<file path="config.mk">
export PLATFORM = sky130hd
export DESIGN_NAME = tx_abort_term
export DESIGN_NICKNAME = d
export VERILOG_FILES = /design/src/rtl/tx_abort_pkg.sv /design/src/rtl/tx_fcs_crc.sv /design/src/rtl/tx_bit_meter.sv /design/src/rtl/tx_abort_term.sv
export SDC_FILE = /design/constraint.sdc
export NUM_CORES = 1
export LEC_CHECK = 0
export BUFFER_PORTS_ARGS = -buffer_cell sky130_fd_sc_hd__buf_2
export CAP_MARGIN = 20
export CORE_MARGIN = 2
export CORE_UTILIZATION = 60
export CTS_BUF_LIST = sky130_fd_sc_hd__clkbuf_16
export DETAILED_ROUTE_END_ITERATION = 10
export PLACE_DENSITY = 0.78
export SLEW_MARGIN = 20
export SYNTH_ARGS = -nofsm -noshare
export SYNTH_HDL_FRONTEND = slang
export SYNTH_SLANG_ARGS = --single-unit
</file>
<file path="constraint.sdc">
create_clock -name clk -period 2.95 [get_ports clk]
set_clock_uncertainty 0.05 [all_clocks]
set_input_delay 0.1475 -clock clk [delete_from_list [all_inputs] [get_ports clk]]
set_output_delay 0.1475 -clock clk [all_outputs]
set_load 0.05 [all_outputs]
</file>
<file path="src/rtl/tx_abort_pkg.sv">
package tx_abort_pkg;

  // Control phases of the terminator
  typedef enum logic [1:0] {
    ST_PASS = 2'd0,   // forwarding frame nibbles (or idle)
    ST_FILL = 2'd1,   // abort accepted, waiting for the nibble that completes the byte
    ST_FCS  = 2'd2    // sending the check sequence, true or inverted
  } term_state_e;

endpackage

</file>
<file path="src/rtl/tx_fcs_crc.sv">
module tx_fcs_crc #(
  parameter int                 CRC_W     = 32,
  parameter logic [CRC_W-1:0]   POLY_REFL = 32'hEDB88320,
  parameter int                 NIB_W     = 4
) (
  input  logic             clk,
  input  logic             rst,
  input  logic             clr,
  input  logic             en,
  input  logic [NIB_W-1:0] nib,
  output logic [CRC_W-1:0] crc
);

  logic [CRC_W-1:0] crc_q;
  logic [CRC_W-1:0] crc_d;

  // Reflected LFSR stepped once per data bit, bit 0 of the nibble first
  always_comb begin
    crc_d = crc_q;
    for (int b = 0; b < NIB_W; b++) begin
      if (crc_d[0] ^ nib[b]) crc_d = (crc_d >> 1) ^ POLY_REFL;
      else                   crc_d = crc_d >> 1;
    end
  end

  always_ff @(posedge clk) begin
    if (rst || clr) crc_q <= '1;
    else if (en)    crc_q <= crc_d;
  end

  assign crc = crc_q;

  // the register is never restarted in a cycle that also feeds it data
  a_r11_clr_not_with_update: assert property (@(posedge clk) disable iff (rst)
    !(clr && en));

endmodule

</file>
<file path="src/rtl/tx_bit_meter.sv">
module tx_bit_meter #(
  parameter int MIN_BITS = 512,
  parameter int NIB_W    = 4
) (
  input  logic clk,
  input  logic rst,
  input  logic clr,
  input  logic en,
  output logic any_sent,
  output logic long_enough,
  output logic odd_phase
);

  localparam int BW = $clog2(MIN_BITS + NIB_W) + 1;

  logic [BW-1:0] bits_q;
  logic          phase_q;

  // Bit count saturates at the threshold; only the comparison matters past it
  always_ff @(posedge clk) begin
    if (rst || clr) begin
      bits_q  <= '0;
      phase_q <= 1'b0;
    end else if (en) begin
      phase_q <= ~phase_q;
      if (bits_q < BW'(MIN_BITS)) bits_q <= bits_q + BW'(NIB_W);
    end
  end

  assign any_sent    = (bits_q != '0);
  assign long_enough = (bits_q >= BW'(MIN_BITS));
  assign odd_phase   = phase_q;

  // the counter never runs past the threshold value
  a_r10_count_capped: assert property (@(posedge clk) disable iff (rst)
    bits_q <= BW'(MIN_BITS));

  // a restart leaves the frame empty on the next cycle
  a_r11_restart_empty: assert property (@(posedge clk) disable iff (rst)
    clr |=> !any_sent && !odd_phase);

endmodule

</file>
<file path="src/rtl/tx_abort_term.sv">
module tx_abort_term #(
  parameter int               MIN_BITS      = 512,
  parameter int               NIB_W         = 4,
  parameter int               CRC_W         = 32,
  parameter logic [CRC_W-1:0] CRC_POLY_REFL = 32'hEDB88320
) (
  input  logic             clk,
  input  logic             rst,
  input  logic             in_valid,
  input  logic [NIB_W-1:0] in_nib,
  input  logic             in_last,
  input  logic             abort_req,
  output logic             tx_en,
  output logic [NIB_W-1:0] tx_nib,
  output logic             abort_done,
  output logic             abort_runt
);
  import tx_abort_pkg::*;

  localparam int FCS_NIBS = CRC_W / NIB_W;
  localparam int IDX_W    = $clog2(FCS_NIBS);
  localparam logic [IDX_W-1:0] IDX_LAST = IDX_W'(FCS_NIBS - 1);

  term_state_e      st_q, st_d;
  logic [IDX_W-1:0] idx_q, idx_d;
  logic             inv_q, inv_d;
  logic             en_q, en_d;
  logic [NIB_W-1:0] nib_q, nib_d;
  logic             done_q, done_d;
  logic             runt_q, runt_d;

  logic             take;     // a source nibble is accepted this cycle
  logic             wipe;     // frame over: restart CRC and bit count
  logic [CRC_W-1:0] crc;
  logic             any_sent, long_enough, odd_phase;
  logic [IDX_W-1:0] sel_idx;
  logic [NIB_W-1:0] crc_nib;

  tx_fcs_crc #(
    .CRC_W     (CRC_W),
    .POLY_REFL (CRC_POLY_REFL),
    .NIB_W     (NIB_W)
  ) u_crc (
    .clk (clk),
    .rst (rst),
    .clr (wipe),
    .en  (take),
    .nib (in_nib),
    .crc (crc)
  );

  tx_bit_meter #(
    .MIN_BITS (MIN_BITS),
    .NIB_W    (NIB_W)
  ) u_meter (
    .clk         (clk),
    .rst         (rst),
    .clr         (wipe),
    .en          (take),
    .any_sent    (any_sent),
    .long_enough (long_enough),
    .odd_phase   (odd_phase)
  );

  // Raw CRC nibble; the true FCS is its complement, the poisoned one is raw
  assign sel_idx = (st_q == ST_FCS) ? idx_q : '0;
  assign crc_nib = crc[sel_idx * NIB_W +: NIB_W];

  always_comb begin
    st_d   = st_q;
    idx_d  = idx_q;
    inv_d  = inv_q;
    en_d   = 1'b0;
    nib_d  = nib_q;
    done_d = 1'b0;
    runt_d = runt_q;
    take   = 1'b0;
    wipe   = 1'b0;
    unique case (st_q)
      ST_PASS: begin
        if (abort_req && any_sent) begin
          if (!long_enough) begin
            // short frame: cut now
            wipe   = 1'b1;
            done_d = 1'b1;
            runt_d = 1'b1;
          end else if (odd_phase) begin
            // finish the byte in progress before the poisoned FCS
            inv_d = 1'b1;
            if (in_valid) begin
              take  = 1'b1;
              en_d  = 1'b1;
              nib_d = in_nib;
              idx_d = '0;
              st_d  = ST_FCS;
            end else begin
              st_d  = ST_FILL;
            end
          end else begin
            // on a byte boundary: first poisoned nibble goes out now
            inv_d = 1'b1;
            en_d  = 1'b1;
            nib_d = crc_nib;
            idx_d = IDX_W'(1);
            st_d  = ST_FCS;
          end
        end else if (in_valid) begin
          take  = 1'b1;
          en_d  = 1'b1;
          nib_d = in_nib;
          if (in_last) begin
            inv_d = 1'b0;
            idx_d = '0;
            st_d  = ST_FCS;
          end
        end
      end
      ST_FILL: begin
        if (in_valid) begin
          take  = 1'b1;
          en_d  = 1'b1;
          nib_d = in_nib;
          idx_d = '0;
          st_d  = ST_FCS;
        end
      end
      ST_FCS: begin
        en_d  = 1'b1;
        nib_d = inv_q ? crc_nib : ~crc_nib;
        idx_d = idx_q + IDX_W'(1);
        if (idx_q == IDX_LAST) begin
          st_d = ST_PASS;
          wipe = 1'b1;
          if (inv_q) begin
            done_d = 1'b1;
            runt_d = 1'b0;
          end
        end
      end
      default: st_d = ST_PASS;
    endcase
  end

  always_ff @(posedge clk) begin
    if (rst) begin
      st_q   <= ST_PASS;
      idx_q  <= '0;
      inv_q  <= 1'b0;
      en_q   <= 1'b0;
      nib_q  <= '0;
      done_q <= 1'b0;
      runt_q <= 1'b0;
    end else begin
      st_q   <= st_d;
      idx_q  <= idx_d;
      inv_q  <= inv_d;
      en_q   <= en_d;
      nib_q  <= nib_d;
      done_q <= done_d;
      runt_q <= runt_d;
    end
  end

  assign tx_en      = en_q;
  assign tx_nib     = nib_q;
  assign abort_done = done_q;
  assign abort_runt = runt_q;

  // a runt ending leaves the line silent
  a_r4_runt_silent: assert property (@(posedge clk) disable iff (rst)
    (abort_done && abort_runt) |-> !tx_en);

  // the poisoned ending coincides with a line nibble
  a_r7_done_on_nibble: assert property (@(posedge clk) disable iff (rst)
    (abort_done && !abort_runt) |-> tx_en);

  // completion is a single-cycle pulse
  a_r7_done_single: assert property (@(posedge clk) disable iff (rst)
    abort_done |=> !abort_done);

  // the check sequence is never interrupted
  a_r9_fcs_unbroken: assert property (@(posedge clk) disable iff (rst)
    (st_q == ST_FCS) |=> tx_en);

  // an abort outside a frame produces no completion
  a_r8_idle_abort: assert property (@(posedge clk) disable iff (rst)
    (st_q == ST_PASS && abort_req && !any_sent) |=> !abort_done);

  // a long abort on a byte boundary keeps the line busy
  a_r5_boundary_keeps_line: assert property (@(posedge clk) disable iff (rst)
    (st_q == ST_PASS && abort_req && long_enough && !odd_phase) |=> (tx_en && st_q == ST_FCS));

endmodule

</file>
==> impl_results.md, run 1 <==
* Switching power summed over all nets at ~1.2 mW
* Synth Flop Type: sky130_fd_sc_hd__dfxtp_1
* Met1 layer usage reported by global route at 0.3654
* Beginning of the worst register-to-register path: u_meter.bits_q[2]
* Total nets after synthesis at 404
* Leading cell type by number of instances after synthesis: sky130_fd_sc_hd__nand2_1
* Port buffer count at 15
* Ant diodes at 0
* Internal at roughly 1.8 mW
* Detailed-router iteration count before antenna repair at 5
* Min Hold Slack at 0.09678 ns
* Clock sinks at 55
* Core area at approximately 5100 um2
* Total Power at about 3 mW
* Row count at 26
* Vias in the first global route at 2,590
* Critical path data arrival time at 2.51 ns
* Via-per-instance ratio at 6.071
* Final #Nets at 410
* Type of element capturing the critical path: flop
* Post-layout instance count excluding filler cells at 464
* Hold Crit Start: rst
* Cell area after layout at between 3000 and 4000 um2
* Horiz. Die Dim at 77.37 um
* Sequential element share of the synthesized area at 0.3410
* Met3 Track Usage GR at 0.04070
* Total grt overflow at 0
* Number of flops mapped to enable cells by yosys at 0
* Post-CTS repair timing setup buffer count at 0
* Unrepaired setup endpoints after global routing: false
* Final period util at 0.8069
* Fraction of post-synthesis cell area in the top cell type by area at 0.3410
* Post-Route Setup TNS at 0 ns
* Power per cell area at 854.8 nW/um2
* Placed insts at 456
* Sequential share of power at 0.354
* DR iter-0 viols at between 200 and 250
* Die Y-Extent at between 70 and 80 um
* Switching fraction of total power at 0.3958
* Worst min-delay path category: in -> reg
* Slew margin rel. at 0.4479
* Synth warnings at 0
* Biggest area consumer among synthesized cells: sky130_fd_sc_hd__dfxtp_1
* Vias post-DR at 2,817
* Clock power share at 0.224
* Crit-path max FO at 7
* Async set or reset register ratio after synthesis at 0
* Fraction of met2 tracks used by global routing at 0.4130
* Crit. Startpoint: u_meter.bits_q[2]
* Number of buffers added to fix hold violations after cts at 0
* Cell variety after synth at 60
* Average wire per cell in the routed design at between 15 and 20 um
* Clk slew on worst S/H paths at approximately 0.070 ns
* Share of layout cells above drive strength 1 at 0.1244
* Top cells by area in the synthesized netlist: sky130_fd_sc_hd__dfxtp_1 34%, sky130_fd_sc_hd__nand2_1 7.6%, sky130_fd_sc_hd__o211ai_1 7.2%
* Growth of design area from synthesis to finish at 9.028%
* Tot GR Track Use at 0.2605
* Most Crowded Layer GR: met2
* Drc violations at 0
* Number of primary I/O pins at 16
* Final Max Tran Viols at 0
* Power share of the combinational group at 0.423
* Crit path time final at roughly 2.4 ns
* Number of setup violations in the final report at 0
* Total standard cell area after synthesis at 3229 um2
* Maximum number of pins on one net before global-route repair at 53
* Syn_area_per_cell at 8.345 um2
* Outcome: finished clean
* Data required time at the worst endpoint at a little over 3 ns
* Total length of routed wires at 7.480 mm
* Synth cell count leaders: 65 x sky130_fd_sc_hd__nand2_1, 55 x sky130_fd_sc_hd__dfxtp_1, 31 x sky130_fd_sc_hd__o211ai_1, 23 x sky130_fd_sc_hd__xnor2_1, 20 x sky130_fd_sc_hd__nor2_1
* Static leakage at around 1.4 nW
* VDD IR-drop max at roughly 0.00045 V
* Number of flip-flops and latches in the synthesized netlist at 55
* Cell at the root of the clock tree: sky130_fd_sc_hd__clkbuf_16
* Antenna-violating nets left at 0
* Estimated wirelength of the detail-placed design at 5.166 mm
* Maximum capacitance violations at 0
* Quantity of gates resized following cts at 0
* Clock Latency Late Sink at 0.29 ns
* Clk buf depth at 2
* DIE AREA at 5985 um2
* GP Congestion at between 0.9 and 1
* Initial standard-cell utilization of the core at 0.6283
* Tightest Pin Transition at 0.8222 ns
* DP Area at 3353 um2
* Number of clock buffers inserted by TritonCTS at 5
* Maximum achievable frequency at around 420 MHz
* Reg-to-reg setup timing slack at 0.57 ns
* CTS tree: done
* Worst setup path class: reg -> reg
* Startpoint types: flop
* Total count of hold-check failures in the final report at 0
* Cells after synthesis at approximately 390
* CTS H-tree lvls at 2
* Global-route wire length before repair at 12.62 mm
* Initial antenna violation count at 0
==> critical path: stages (launching register included) <==
cell	delay [ns]
sky130_fd_sc_hd__dfxtp_1	0.33
sky130_fd_sc_hd__inv_1	0.09
sky130_fd_sc_hd__ha_1	0.14
sky130_fd_sc_hd__or4b_1	0.49
sky130_fd_sc_hd__o21ai_1	0.41
sky130_fd_sc_hd__a31oi_1	0.26
sky130_fd_sc_hd__a311o_1	0.32
sky130_fd_sc_hd__a21oi_1	0.15
sky130_fd_sc_hd__nor2_1	0.05
==> per-layer routing <==
metal | vias to the layer above | wire length, um
met3 | 10 | 418
met5 | - | 0
met2 | 94 | 3479
met1 | 1319 | 3473
li1 | 1394 | -
met4 | 0 | 107
==> power groups by stage <==
stage / clock, mW / combinational [mW] / sequential [mW]
after global placement: 0 / 1.23 / 1.08
after CTS: 0.685 / 1.27 / 1.06
after global routing: 0.706 / 1.42 / 1.08
final: 0.673 / 1.27 / 1.06
after floorplan: 0 / 0.945 / 1.12
after detailed placement: 0 / 1.25 / 1.08
==> per-stage QoR <==
stage / setup slack (ns) / utilization
finish: 0.5696 / 0.6850
global route: 0.3448 / 0.6850
CTS: 0.5904 / 0.6850
detailed placement: 0.6126 / 0.6524
global placement: 0.6239 / 0.6524
floorplan: 0.7913 / -
==> flip-flops by register name, summed over array words and instances (netlist names) <==
name               cells
u_meter.odd_phase      1
u_crc.crc             32
tx_en                  1
abort_runt             1
abort_done             1
inv_q                  1
u_meter.bits_q         9
tx_nib                 4
st_q                   2
idx_q                  3
==> worst paths after layout <==
check | to | cells after the start
hold reg to reg | u_crc.crc[14] | 2
setup / recovery | idx_q[0] | 8
hold / removal | st_q[0] | 2
setup reg to reg | idx_q[0] | 8
==> layout make-up <==
class,instances,area (um2)
Clock buffer,5,125.1
Timing Repair Buffer,24,142.6
Inverter,14,52.55
Tap cell,70,87.58
Clock inverter,3,42.54
Multi-Input combinational cell,293,1969
Sequential cell,55,1101
Fill cell,460,1619
==> kinds of logic (layout without fill, tap and decap cells) <==
logic type	Yosys count	count (layout)	share of synthesized area
flops	55	55	0.3410
compound gates	97	97	0.2193
buf+inv	39	46	0.04920
xor+xnor	43	43	0.1213
simple gates	133	133	0.1984
fa+ha+maj	8	8	0.03100
mux	12	12	0.03991
==> placed cells by master, fill, tap and decap left out, types with 9 or more instances in the layout <==
cell / count
sky130_fd_sc_hd__dfxtp_1: 55
sky130_fd_sc_hd__a21oi_1: 17
sky130_fd_sc_hd__buf_2: 15
sky130_fd_sc_hd__o211ai_1: 31
sky130_fd_sc_hd__nand2_1: 65
sky130_fd_sc_hd__xor2_1: 18
sky130_fd_sc_hd__nor2_1: 20
sky130_fd_sc_hd__xnor2_1: 23
sky130_fd_sc_hd__nand3_1: 12
sky130_fd_sc_hd__buf_4: 9
sky130_fd_sc_hd__inv_1: 15
(Power assumes the default switching activity.)
==> run 2, diff against run 1 <==
Settings changed: ABC_AREA set to 1.
Clock period 2.95 ns to 2.4 ns, I/O delays scaled along.
==> run 2 against run 1 <==
  * Via count up 21%
  * Synthesized area rose by 16%
  * Clock power grew 6.4%
  * Synthesized cell count rose by 35%
  * Sequential share of layout area shrank 3.3 points
  * Critical path type unchanged
  * Die area grew 16%
  * Largest power group unchanged
==> impl_results.md, run 2 <==
* DR iter-0 viols at 334
* Dpl ws at 0.3653 ns
* Core area at about 6000 um2
* CTS H-tree lvls at 2
* Horiz. Die Dim at 83.15 um
* Biggest area consumer among synthesized cells: sky130_fd_sc_hd__dfxtp_1
* Static leakage at 1.900 nW
* Worst Path Buf+Inv at 3
* Minimum setup slack in the final design at 0.3343 ns
* Startpoint types: flop
* Critical path data arrival time at 2.24 ns
* Total grt overflow at 0
* Chain of cells forming the critical path: inv_1 > ha_1 > nand2_1 > nor2_2 > nand2_2 > nand2_4 > inv_4 > nand2_4 > nand2_4 > nand2_8 > buf_4 > nand3_2 > a21oi_2
* Row count at 28
* Clock sinks at 55
* Estimated wirelength of the detail-placed design at 6.182 mm
* Fraction of post-synthesis cell area in the top cell type by area at 0.2929
* DIE AREA at 6913 um2
* Crit path time final at 2.066 ns
* Number of setup violations in the final report at 0
* Crit-path max FO at 56
* Clock Latency Late Sink at 0.30 ns
* Total length of routed wires at 8.744 mm
* Unrepaired setup endpoints after global routing: false
* Power share of the combinational group at 0.595
* Maximum capacitance violations at 0
* Clk slew on worst S/H paths at 0.07 ns
* CTS tree: done
* Biggest cell delay along the critical path at 0.34 ns
* Detailed-router iteration count before antenna repair at 5
* Quantity of gates resized following cts at 0
* Number of primary I/O pins at 16
* Most Crowded Layer GR: met2
* Antenna-violating nets left at 0
* Total standard cell area after synthesis at 3759 um2
* Cells after synthesis at between 500 and 600
* Final #Nets at 546
* Filler instances at a little over 500
* Syn_area_per_cell at just over 7 um2
* Final period util at 0.8607
* Post-CTS repair timing setup buffer count at 0
* Async set or reset register ratio after synthesis at 0
* Clk buf depth at 2
* Most common cell after layout, fill and taps aside: sky130_fd_sc_hd__nand2_1
* Initial standard-cell utilization of the core at 0.6274
* Port buffer count at 15
* Cell variety after synth at 40
* Synth Flop Type: sky130_fd_sc_hd__dfxtp_1
* Via-per-instance ratio at between 5 and 6
* Share of layout cells above drive strength 1 at 0.1736
* Maximum number of pins on one net before global-route repair at 57
* Final Max Tran Viols at 0
* Worst setup path class: reg -> reg
* Number of flops mapped to enable cells by yosys at 0
* Global-route wire length before repair at 14.72 mm
* Met3 Track Usage GR at 0.04473
* Met1 layer usage reported by global route at 0.3462
* Sequential share of power at 0.275
* Initial antenna violation count at 0
* Sequential element share of the synthesized area at 0.2929
* Clock power share at 0.130
* VDD IR-drop max at 0.0009182 V
* Leading cell type by number of instances after synthesis: sky130_fd_sc_hd__nand2_1
* Outcome: finished clean
* Drc violations at 0
* Tightest Pin Transition at 0.5550 ns
* Tot GR Track Use at 0.2571
* Vias post-DR at between 3k and 4k
* Number of flip-flops under the largest register name at 32
* Number of buffers added to fix hold violations after cts at 0
* Top cells by area in the synthesized netlist: sky130_fd_sc_hd__dfxtp_1 29%, sky130_fd_sc_hd__nand2_1 13%, sky130_fd_sc_hd__nand3_1 7.5%
* Type of element capturing the critical path: flop
* Data required time at the worst endpoint at 2.58 ns
* Critical path's slowest cell: sky130_fd_sc_hd__dfxtp_1
* Power per cell area at 1403 nW/um2
* Synth cell count leaders: 127 x sky130_fd_sc_hd__nand2_1, 56 x sky130_fd_sc_hd__nand3_1, 55 x sky130_fd_sc_hd__dfxtp_1, 55 x sky130_fd_sc_hd__inv_1, 31 x sky130_fd_sc_hd__xor2_1
* Vias in the first global route at 3,124
* Switching fraction of total power at 0.5050
* Internal at 2.731 mW
* Synth warnings at 0
* Cell at the root of the clock tree: sky130_fd_sc_hd__clkbuf_16
* Leading cell types in the layout, fill and taps excluded: 127 x sky130_fd_sc_hd__nand2_1, 57 x sky130_fd_sc_hd__inv_1, 56 x sky130_fd_sc_hd__nand3_1, 55 x sky130_fd_sc_hd__dfxtp_1, 31 x sky130_fd_sc_hd__xor2_1
* Growth of design area from synthesis to finish at 4.627%
* Total count of hold-check failures in the final report at 0
* Maximum achievable frequency at 484.1 MHz
* Ant diodes at 0
* Post-Route Setup TNS at 0 ns
* GP Congestion at 0.9453
* Number of flip-flops and latches in the synthesized netlist at 55
* Fraction of met2 tracks used by global routing at 0.4172
* Die Y-Extent at 83.15 um
* Critical path's most frequent cell: sky130_fd_sc_hd__nand2_4
* Total nets after synthesis at 539
* Family with the most delay on the worst path: simple AND/OR/NAND/NOR gates
* Average wire per cell in the routed design at 14.45 um
* Worst min-delay path category: in -> reg
* Slew margin rel. at 0.6291
* Switching power summed over all nets at 2.786 mW
* Number of clock buffers inserted by TritonCTS at 5
[run 2: cell types whose count changed after synthesis, moves of 10 or more]
cell	previous run	this run
sky130_fd_sc_hd__nand3_1	12	56
sky130_fd_sc_hd__xor2_1	18	31
sky130_fd_sc_hd__clkbuf_1	17	2
sky130_fd_sc_hd__xnor2_1	23	1
sky130_fd_sc_hd__inv_1	14	55
sky130_fd_sc_hd__o21ai_0	5	21
sky130_fd_sc_hd__o211ai_2	0	18
sky130_fd_sc_hd__nor2_1	20	30
sky130_fd_sc_hd__a21oi_1	17	29
sky130_fd_sc_hd__nand2_1	65	127
sky130_fd_sc_hd__o211ai_1	31	5
[run 2: per-layer routing]
metal / part of all wire / wire length (um) / vias up
li1: - / - / 1705
met1: 0.46 / 3982 / 1580
met2: 0.47 / 4085 / 123
met3: 0.064 / 557 / 12
met4: 0.013 / 118 / 0
met5: 0 / 0 / -
[run 2: cell families after synthesis]
logic type / Yosys count / share of synthesized area
AND/OR/NAND/NOR: 239 / 0.2956
AO/OA/AOI/OAI: 95 / 0.1781
buffers and inverters: 90 / 0.1192
flip-flops: 55 / 0.2929
XOR/XNOR: 35 / 0.08755
adder cells (fa/ha/maj): 8 / 0.02663
[run 2: path summary, 6_finish.rpt]
kind	slack [ns]	endpoint	start	depth (start not counted)
worst max-delay path	0.33	u_meter.bits_q[8]	u_meter.bits_q[2]	13
worst min-delay path	0.10	tx_nib[2]	rst	2
worst max register to register	0.33	u_meter.bits_q[8]	u_meter.bits_q[2]	13
worst min register to register	0.40	u_meter.bits_q[10]	u_meter.bits_q[10]	2
[run 2: metrics by stage]
stage                     power (mW)  instances  area (um2)  hold slack, ns    util
after detailed placement       4.765        597        3795          0.3978  0.6335
after global placement         4.661        597        3795          0.3870  0.6335
after floorplan                4.291        522        3759          0.3727       -
final                          5.516        605        3933          0.1001  0.6564
after global routing           5.975        605        3933          0.1169  0.6564
after CTS                      5.490        605        3933          0.1009  0.6564
[run 2: power by group through the flow]
stage | logic, mW | clock network (mW) | registers, mW
2_1_floorplan | 2.64 | 0 | 1.65
3_3_place_gp | 3.15 | 0 | 1.51
3_5_place_dp | 3.24 | 0 | 1.53
4_1_cts | 3.26 | 0.718 | 1.51
5_1_grt | 3.67 | 0.754 | 1.55
6_report | 3.28 | 0.716 | 1.52
[run 2: layout make-up]
class	count	area, um2	share of cell area
tap	75	93.84	0.02386
clock buffer	5	125.1	0.03182
timing repair buffer	22	127.6	0.03245
clock inverter	3	12.51	0.003182
inverter	68	262.8	0.06682
multi-input combinational	377	2210	0.5619
sequential	55	1101	0.2800
